### src/rtl/msix_cap_pkg.sv
package msix_cap_pkg;
  localparam logic [7:0] MSIX_CAP_ID = 8'h11;
  localparam int         CAP_DWORDS  = 3;
  localparam int         MAX_VECTORS = 2048;

  typedef enum logic [1:0] {
    DW_HDR   = 2'd0,
    DW_TABLE = 2'd1,
    DW_PBA   = 2'd2,
    DW_NONE  = 2'd3
  } cap_dw_e;
endpackage

### src/rtl/msix_bar_calc.sv
module msix_bar_calc #(
  parameter int PAGE_BYTES = 4096,
  parameter int BARW       = 32
) (
  input  logic [BARW-1:0] orig_size,
  input  logic [2:0]      bar_index,
  output logic [BARW-1:0] table_reg,
  output logic [BARW-1:0] pba_reg,
  output logic [BARW:0]   new_size,
  output logic            size_err
);
  localparam logic [BARW-1:0] PAGE_V  = BARW'(PAGE_BYTES);
  localparam logic [BARW-1:0] HALF_V  = BARW'(PAGE_BYTES / 2);
  localparam logic [BARW-1:0] LIMIT_V = BARW'(1) << (BARW - 1);

  logic [BARW-1:0] base;
  logic [BARW-1:0] bir_ext;

  assign bir_ext = BARW'(bar_index);

  always_comb begin
    size_err = (orig_size > LIMIT_V);
    if (orig_size == '0) begin
      base     = '0;
      new_size = {1'b0, PAGE_V};
    end else if (orig_size < PAGE_V) begin
      base     = PAGE_V;
      new_size = {PAGE_V, 1'b0};
    end else begin
      base     = orig_size;
      new_size = {orig_size, 1'b0};
    end
    if (size_err) new_size = '0;
    table_reg = base | bir_ext;
    pba_reg   = (base + HALF_V) | bir_ext;
  end
endmodule

### src/rtl/msix_en_ctrl.sv
module msix_en_ctrl (
  input  logic clk,
  input  logic rst_n,
  input  logic hdr_wr,
  input  logic top_be,
  input  logic wbit,
  output logic en_o
);
  logic en_q, en_d;

  always_comb begin
    en_d = en_q;
    if (hdr_wr && top_be) en_d = wbit;
  end

  always_ff @(posedge clk or negedge rst_n) begin
    if (!rst_n) en_q <= 1'b0;
    else        en_q <= en_d;
  end

  assign en_o = en_q;


  en_load_chk: assert property (@(posedge clk) disable iff (!rst_n)
    (hdr_wr && top_be) |=> (en_q == $past(wbit)));


  en_hold_chk: assert property (@(posedge clk) disable iff (!rst_n)
    !(hdr_wr && top_be) |=> $stable(en_q));
endmodule

### src/rtl/msix_cfg_rdmux.sv
module msix_cfg_rdmux
  import msix_cap_pkg::*;
#(
  parameter int             NUM_VEC = 4,
  parameter logic [5:0]     CAP_DW  = 6'h10
) (
  input  logic [5:0]  dw_addr,
  input  logic        rd,
  input  logic        en,
  input  logic [7:0]  next_ptr,
  input  logic [31:0] table_reg,
  input  logic [31:0] pba_reg,
  output cap_dw_e     sel,
  output logic        hit,
  output logic [31:0] rdata
);
  localparam logic [10:0] QSIZE = 11'(NUM_VEC - 1);

  logic [5:0]  rel;
  logic [15:0] ctrl_word;

  assign rel       = dw_addr - CAP_DW;
  assign ctrl_word = {en, 4'b0000, QSIZE};

  always_comb begin
    if (rel < 6'(CAP_DWORDS)) sel = cap_dw_e'(rel[1:0]);
    else                      sel = DW_NONE;
  end

  always_comb begin
    hit   = rd && (sel != DW_NONE);
    rdata = '0;
    if (hit) begin
      case (sel)
        DW_HDR:   rdata = {ctrl_word, next_ptr, MSIX_CAP_ID};
        DW_TABLE: rdata = table_reg;
        DW_PBA:   rdata = pba_reg;
        default:  rdata = '0;
      endcase
    end
  end
endmodule

### src/rtl/msix_cap_regs.sv
module msix_cap_regs
  import msix_cap_pkg::*;
#(
  parameter int         NUM_VEC    = 4,
  parameter logic [5:0] CAP_DW     = 6'h10,
  parameter int         PAGE_BYTES = 4096
) (
  input  logic        clk,
  input  logic        rst_n,
  input  logic [5:0]  cfg_dw_addr,
  input  logic        cfg_rd,
  input  logic        cfg_wr,
  input  logic [3:0]  cfg_be,
  input  logic [31:0] cfg_wdata,
  output logic        cfg_hit,
  output logic [31:0] cfg_rdata,
  input  logic [7:0]  next_ptr_i,
  input  logic [2:0]  bar_index_i,
  input  logic [31:0] orig_bar_size_i,
  output logic [32:0] bar_size_o,
  output logic        size_err_o,
  output logic        msix_en_o,
  input  logic        intx_req_i,
  output logic        intx_o
);
  // Reset: asserted asynchronously, released on the clock.
  logic rst_meta_q, rst_sync_q;
  always_ff @(posedge clk or negedge rst_n) begin
    if (!rst_n) begin
      rst_meta_q <= 1'b0;
      rst_sync_q <= 1'b0;
    end else begin
      rst_meta_q <= 1'b1;
      rst_sync_q <= rst_meta_q;
    end
  end

  logic [31:0] table_reg, pba_reg;
  cap_dw_e     sel;
  logic        hdr_wr;
  logic        unused_bits;

  assign unused_bits = ^{cfg_wdata[30:0], cfg_be[2:0]};

  msix_bar_calc #(.PAGE_BYTES(PAGE_BYTES), .BARW(32)) u_bar (
    .orig_size (orig_bar_size_i),
    .bar_index (bar_index_i),
    .table_reg (table_reg),
    .pba_reg   (pba_reg),
    .new_size  (bar_size_o),
    .size_err  (size_err_o)
  );

  msix_cfg_rdmux #(.NUM_VEC(NUM_VEC), .CAP_DW(CAP_DW)) u_rd (
    .dw_addr   (cfg_dw_addr),
    .rd        (cfg_rd),
    .en        (msix_en_o),
    .next_ptr  (next_ptr_i),
    .table_reg (table_reg),
    .pba_reg   (pba_reg),
    .sel       (sel),
    .hit       (cfg_hit),
    .rdata     (cfg_rdata)
  );

  assign hdr_wr = cfg_wr && (sel == DW_HDR);

  msix_en_ctrl u_en (
    .clk    (clk),
    .rst_n  (rst_sync_q),
    .hdr_wr (hdr_wr),
    .top_be (cfg_be[3]),
    .wbit   (cfg_wdata[31]),
    .en_o   (msix_en_o)
  );

  assign intx_o = intx_req_i && !msix_en_o;


  intx_quiet_chk: assert property (@(posedge clk) disable iff (!rst_sync_q)
    msix_en_o |-> !intx_o);


  size_err_zero_chk: assert property (@(posedge clk) disable iff (!rst_sync_q)
    size_err_o |-> (bar_size_o == '0));


  miss_zero_chk: assert property (@(posedge clk) disable iff (!rst_sync_q)
    !cfg_hit |-> (cfg_rdata == '0));


  table_bir_chk: assert property (@(posedge clk) disable iff (!rst_sync_q)
    (cfg_hit && sel == DW_TABLE) |-> (cfg_rdata[2:0] == bar_index_i));


  size_nonzero_chk: assert property (@(posedge clk) disable iff (!rst_sync_q)
    !size_err_o |-> (bar_size_o >= 33'(PAGE_BYTES)));
endmodule

### config.mk
export PLATFORM = sky130hd
export DESIGN_NAME = msix_cap_regs
export DESIGN_NICKNAME = d
export VERILOG_FILES = /design/src/rtl/msix_cap_pkg.sv /design/src/rtl/msix_bar_calc.sv /design/src/rtl/msix_en_ctrl.sv /design/src/rtl/msix_cfg_rdmux.sv /design/src/rtl/msix_cap_regs.sv
export SDC_FILE = /design/constraint.sdc
export NUM_CORES = 1
export LEC_CHECK = 0
export ABC_AREA = 1
export BUFFER_PORTS_ARGS = -buffer_cell sky130_fd_sc_hd__buf_2
export CAP_MARGIN = 30
export CORE_ASPECT_RATIO = 0.8
export CORE_MARGIN = 5
export CORE_UTILIZATION = 35
export DETAILED_ROUTE_END_ITERATION = 12
export HOLD_SLACK_MARGIN = 0.08
export PLACE_DENSITY = 0.79
export SLEW_MARGIN = 20
export SYNTH_ARGS = -nofsm -noshare
export SYNTH_HDL_FRONTEND = slang
export SYNTH_SLANG_ARGS = --single-unit
export TNS_END_PERCENT = 30
### constraint.sdc
create_clock -name clk -period 1.9 [get_ports clk]
set_input_delay 0.095 -clock clk [delete_from_list [all_inputs] [get_ports clk]]
set_output_delay 0.095 -clock clk [all_outputs]
set_load 0.005 [all_outputs]
== Word level (Yosys, flattened, before mapping) ==
Index checks and enable logic that the tools add are counted.

* Word-level logic and storage cells: 28
* Bits of input ports: 90
* Bits in registers: 3
* Output and inout bits: 69

* Muxes and demuxes: 8
* Eq/ne operators: 3
* $add $sub $neg: 2
* Bitwise gates (word level): 2
* Reduce and logical (&&, ||, !) cells: 7
* $lt $le $gt $ge: 3

{| class="wikitable"
|+ Operators with widths
! kind !! count
|-
| 2-to-1 mux 33 bit || 3
|-
| 2-to-1 mux 32 bit || 3
|-
| case mux 32 bit (3 select lines) || 1
|-
| OR 32 x 3 -> 32 bit || 2
|-
| adder 32 x 12 -> 32 bit, second input constant || 1
|-
| > comparator 32 bit, second input constant || 1
|-
| logical NOT 32 bit || 1
|-
| less-than comparator 32 x 13 -> 1 bit, second input constant || 1
|-
| less-than comparator 6 x 2 -> 1 bit, second input constant || 1
|-
| subtractor 6 x 5 -> 6 bit, second input constant || 1
|-
| logical AND 1 bit || 4
|-
| equality test 2 x 1 -> 1 bit, second input constant || 1
|-
| equality test 2 bit, second input constant || 1
|-
| logical NOT 2 bit || 1
|-
| 2-to-1 mux 2 bit || 1
|-
| inequality test 2 bit, second input constant || 1
|-
| logical NOT 1 bit || 1
|}

== Depth between registers and ports, before layout ==
* Depth in word-level cells: 7
* Mapped depth: 17
* Gate-level depth less buffers: 17

== Hierarchy ==
Synthesis repeated with hierarchy kept, for this count alone.

* Cell total of the unflattened synthesis: 429
* Area total of the unflattened synthesis: 2,092.0 sq um

{| class="wikitable"
|+ Modules (own cells, without submodules)
! module !! cells an instance !! seq. area each (sq um) !! times used !! area an instance (sq um)
|-
| msix_bar_calc || 259 || 0.0 || 1 || 1,227.4
|-
| msix_cfg_rdmux || 157 || 0.0 || 1 || 748.2
|-
| msix_cap_regs || 8 || 50.0 || 1 || 75.1
|-
| msix_en_ctrl || 5 || 25.0 || 1 || 41.3
|}

== Worst setup path after synthesis ==
No wires, ideal clock.

* Path kind: in2out
* From: input port orig_bar_size_i[22]
* To: output port cfg_rdata[31]
* Path buffers: 1
* Required time: 1.805 ns
* Cell stages on the path: 17
* Arrival time: 1.858 ns
* Setup slack: -0.053 ns
* Cell sequence: buf_6 > nor2_2 > nand2_1 > nor2_2 > nand3_2 > nand2_1 > nand2_1 > inv_1 > ha_1 > nand2_1 > nor2_1 > nand2_2 > nor2_2 > nand2_1 > nand2_1 > nand3_1 > a21oi_1

* Longest elaborated chain between the ends: 7
* Elaborated cells on any way between the ends: 9
* Classes of those cells: add/sub: 1; order compare: 1; mux: 4; bitwise: 2; reduce/logical: 1

{| class="wikitable"
|+ RTL lines
! what !! line !! source
|-
| from (decl) || msix_cap_regs.sv:19 || <nowiki>input logic [31:0] orig_bar_size_i,</nowiki>
|-
| less-than comparator 32 x 13 -> 1 bit || msix_bar_calc.sv:26 || <nowiki>end else if (orig_size < PAGE_V) begin</nowiki>
|-
| 2-to-1 mux 32 bit || msix_bar_calc.sv:26 ||
|-
| 2-to-1 mux 32 bit (*) || msix_bar_calc.sv:23 || <nowiki>if (orig_size == '0) begin</nowiki>
|-
| adder 32 x 12 -> 32 bit || msix_bar_calc.sv:35 || <nowiki>pba_reg = (base + HALF_V) | bir_ext;</nowiki>
|-
| OR 32 x 3 -> 32 bit || msix_bar_calc.sv:35 ||
|-
| case mux 32 bit (3 select lines) (*) || msix_cfg_rdmux.sv:34 || <nowiki>case (sel)</nowiki>
|-
| 2-to-1 mux 32 bit (*) || msix_cfg_rdmux.sv:33 || <nowiki>if (hit) begin</nowiki>
|-
| to (decl) || msix_cap_regs.sv:16 || <nowiki>output logic [31:0] cfg_rdata,</nowiki>
|}

Every way passes the cells marked *; elsewhere a longest branch is shown, timed or not.

== Worst setup path after layout ==
* From: input port orig_bar_size_i[24]
* To: output port cfg_rdata[27]

Same word-level chain as after synthesis.

==> results.md <==
* Fin util at 0.645
* Gr ovfl total at 0
* Post-Syn Instances at 347
* Sequential area share after synthesis at 0.0430
* Distinct cells, synth at 32
* Hold Crit Depth at 3
* CTS Buf Count at 3
* Mapped cell area at roughly 1700 µm²
* RSZ-0062 raised after global routing: true
* Sw Ratio at 0.395
* Slew margin rel. at 0.612
* Worst vdd ir at around 140 µV
* Syn Nets at about 440
* Crit path from: orig_bar_size_i[24]
* Net switching power at 0.283 mW
* Largest net degree at the start of global routing at 19
* Clock transition at path regs at 30 ps
* Max Cap Viol at 0
* CP max stage delay at 160 ps
* Comb pwr share at 0.627
* # diodes at 0
* Final setup margin at -149 ps
* Share of layout cells above drive strength 1 at 0.513
* Critical Path, Cell by Cell: buf_6 -> nor2_1 -> nand2_1 -> inv_1 -> nand2_1 -> nor2_2 -> nand2_2 -> nand2_2 -> inv_2 -> ha_4 -> nand2_4 -> nor2_4 -> nand2_4 -> nor2_4 -> buf_4 -> nand3_1 -> nand2_1 -> nor2_1 -> buf_2
* Hold Crit Start: cfg_wdata[31]
* Clock latency on the worst-skew pair at approximately 220 ps
* CP max-delay cell: ha_4
* CP endpoint kind: output port
* Area grow syn2layout at 81.9%
* Post-route ant nets at 0
* Final Net Count at 622
* First-pass GRT wire length at 11900 µm
* Htree depth at 1
* Wirelength, routed at a little under 8000 µm
* Syn_area_per_cell at about 5 µm²
* Die W at about 89 µm
* Wire length per cell at 13.3 µm
* Gr usage total at 0.226
* CTS tree: yes
* Hold Crit Class: input pin to flop
* Worst R2R Setup Slack at roughly 1200 ps
* Via count at just under 3000
* Footprint of the multi-input gates at 1490 µm²
* Initial Utilization at 0.354
* Reg-to-Reg End: u_en.en_o
* Slew @ Worst Pin at approximately 580 ps
* Power Dens Cells at between 200 and 250 nW/µm²
* Startpoint Class: input pin
* Placement Rows at 23
* Final cycle utilization of the critical path at 1.08
* Core Footprint at 4920 µm²
* Crit path required time at around 1800 ps
* Final count of negative-setup-slack endpoints at 8
* Worst r2r src: rst_sync_q
* Residual DRC at 0
* Gpl congestion at ~0.87
* Final hold violations at 0
* Io pins at approximately 160
* CTS sink count at 3
* Most common cell after layout, fill and taps aside: buf_2
* Commonest cells after routing, fill and taps aside: 109 x buf_2, 89 x nand2_1, 57 x buf_4
* Max-slew violation count at 0
* Synth warnings at 0
* Layout Cells excl Fill at 592
* Die area at about 6500 µm²
* Layout fillers at between 400 and 500
* Die Y at 73.1 µm
* Port Buf Inserts at roughly 120
* Hpwl dp at 5800 µm
* CTS Buffer Depth at 2
* Max Fclk at about 490 MHz
* Fin crit period at approximately 2000 ps
* Initial DRT Pass Iterations at 5
* Starting DRT DRC Count at 243
* Critical path peak fanout at 5
* #FFs+latches synth at 3
* Sequential share of power at 0.100
* Placed cell count at 568
* Sequential cell area at about 75 µm²
* Reg2reg path depth at 1
* Initial antenna violation count at 0
* Int Pwr at 0.433 mW
* DR vias/cell at between 5 and 6
* Clock share of power at 0.274
* Vias in the first global route at around 2800
* LEAKAGE at about 1.8 nW
* Status: finished, violations left
* Worst Hold Path EP: u_en.en_o
* Violations in the final reports: setup timing
* Most frequent CP cell: nand2_1
* Clock Root Buffer: clkbuf_8
* CP arrival at 1950 ps
* Clock skew at ~1.5 ps
* CP Class: input pin to output port
metal layers:
| metal | global-route usage | routed length [µm] | vias up |
|---|---|---|---|
| met1 | 0.265 | 2940 | 1329 |
| met5 | 0 | 0 | - |
| met2 | 0.409 | 3850 | 172 |
| met3 | 0.0361 | 834 | 33 |
| met4 | 0.0856 | 243 | 0 |
| li1 | - | - | 1440 |
repair_timing:
action	in CTS	in global routing
buffers inserted	13	5
setup endpoints to repair	9	21
hold buffers	2	0
endpoints found under the hold margin	3	0
pin swaps	29	26
resized for setup	37	37
cells by family (layout without fill, tap and decap cells):
| logic type | count (synthesis) | after routing | share of synthesized area |
|---|---|---|---|
| flip-flops | 3 | 3 | 0.0430 |
| adder cells (fa/ha/maj) | 1 | 1 | 0.00717 |
| AND/OR/NAND/NOR | 224 | 224 | 0.621 |
| AO/OA/AOI/OAI | 43 | 43 | 0.128 |
| buffers and inverters | 73 | 256 | 0.192 |
| other | 2 | 2 | 0.00431 |
| XOR/XNOR | 1 | 1 | 0.00502 |
per-stage QoR:
step	cell area [µm²]	hold slack (ps)	total power [mW]	setup TNS, ps	setup slack [ps]
floorplan	1750	-201	0.235	0	10.2
CTS	3000	135	0.679	-513	-139
detailed placement	2710	-119	0.434	-1110	-185
global placement	2690	-120	0.422	-726	-120
finish	3170	139	0.715	-424	-149
global route	3170	164	0.761	-1960	-285
flip-flops by register name, indices dropped and copies added, names as in the netlist:
name / flops
rst_meta_q: 1
rst_sync_q: 1
u_en.en_o: 1
worst max path at each step:
stage / end
after floorplan: cfg_rdata[31]
after global placement: cfg_rdata[27]
after detailed placement: cfg_rdata[27]
after CTS: cfg_rdata[25]
after global routing: cfg_rdata[31]
final: cfg_rdata[27]
power groups by stage:
stage | clock (mW) | sequential, mW | combinational [mW]
final | 0.196 | 0.0712 | 0.448
after global routing | 0.201 | 0.0714 | 0.489
after CTS | 0.196 | 0.0708 | 0.412
after detailed placement | 0 | 0.0715 | 0.362
after global placement | 0 | 0.0713 | 0.351
after floorplan | 0 | 0.0711 | 0.164
cell type report:
class	instances	share of cell area
Tap cell	62	0.0245
Multi-Input combinational cell	271	0.469
Inverter	63	0.0765
Clock buffer	4	0.0142
Timing Repair Buffer	189	0.392
Sequential cell	3	0.0237
synthesized netlist by cell type:
master	count	area (µm²)
nor3_4	1	16.3
conb_1	2	7.51
clkinv_2	1	5.00
o21ai_1	4	20.0
nand4_1	2	12.5
nand2_2	2	12.5
a21oi_1	23	115
buf_4	3	22.5
buf_12	1	20.0
clkbuf_1	1	3.75
xor2_1	1	8.76
dfrtp_1	3	75.1
inv_1	55	206
nor3b_2	1	12.5
buf_6	4	45.0
nor2_1	42	158
o311ai_0	1	8.76
nand3_2	2	20.0
nand3b_1	1	7.51
nor2_2	34	213
nor3_1	4	20.0
a31oi_1	2	12.5
clkinv_1	1	3.75
nand4_2	2	25.0
o21ai_0	12	60.1
inv_2	6	22.5
nand2_1	99	372
nor2_4	7	78.8
nand3_1	27	135
o211ai_1	1	7.51
ha_1	1	12.5
buf_2	1	5.00
worst max-delay path: cells and delay by family:
family	cells	cell delay (ps)
adder cells (fa/ha/maj)	1	160
buffers and inverters	5	520
AND/OR/NAND/NOR	13	1140
No activity file was read; power rests on OpenSTA's default activity.
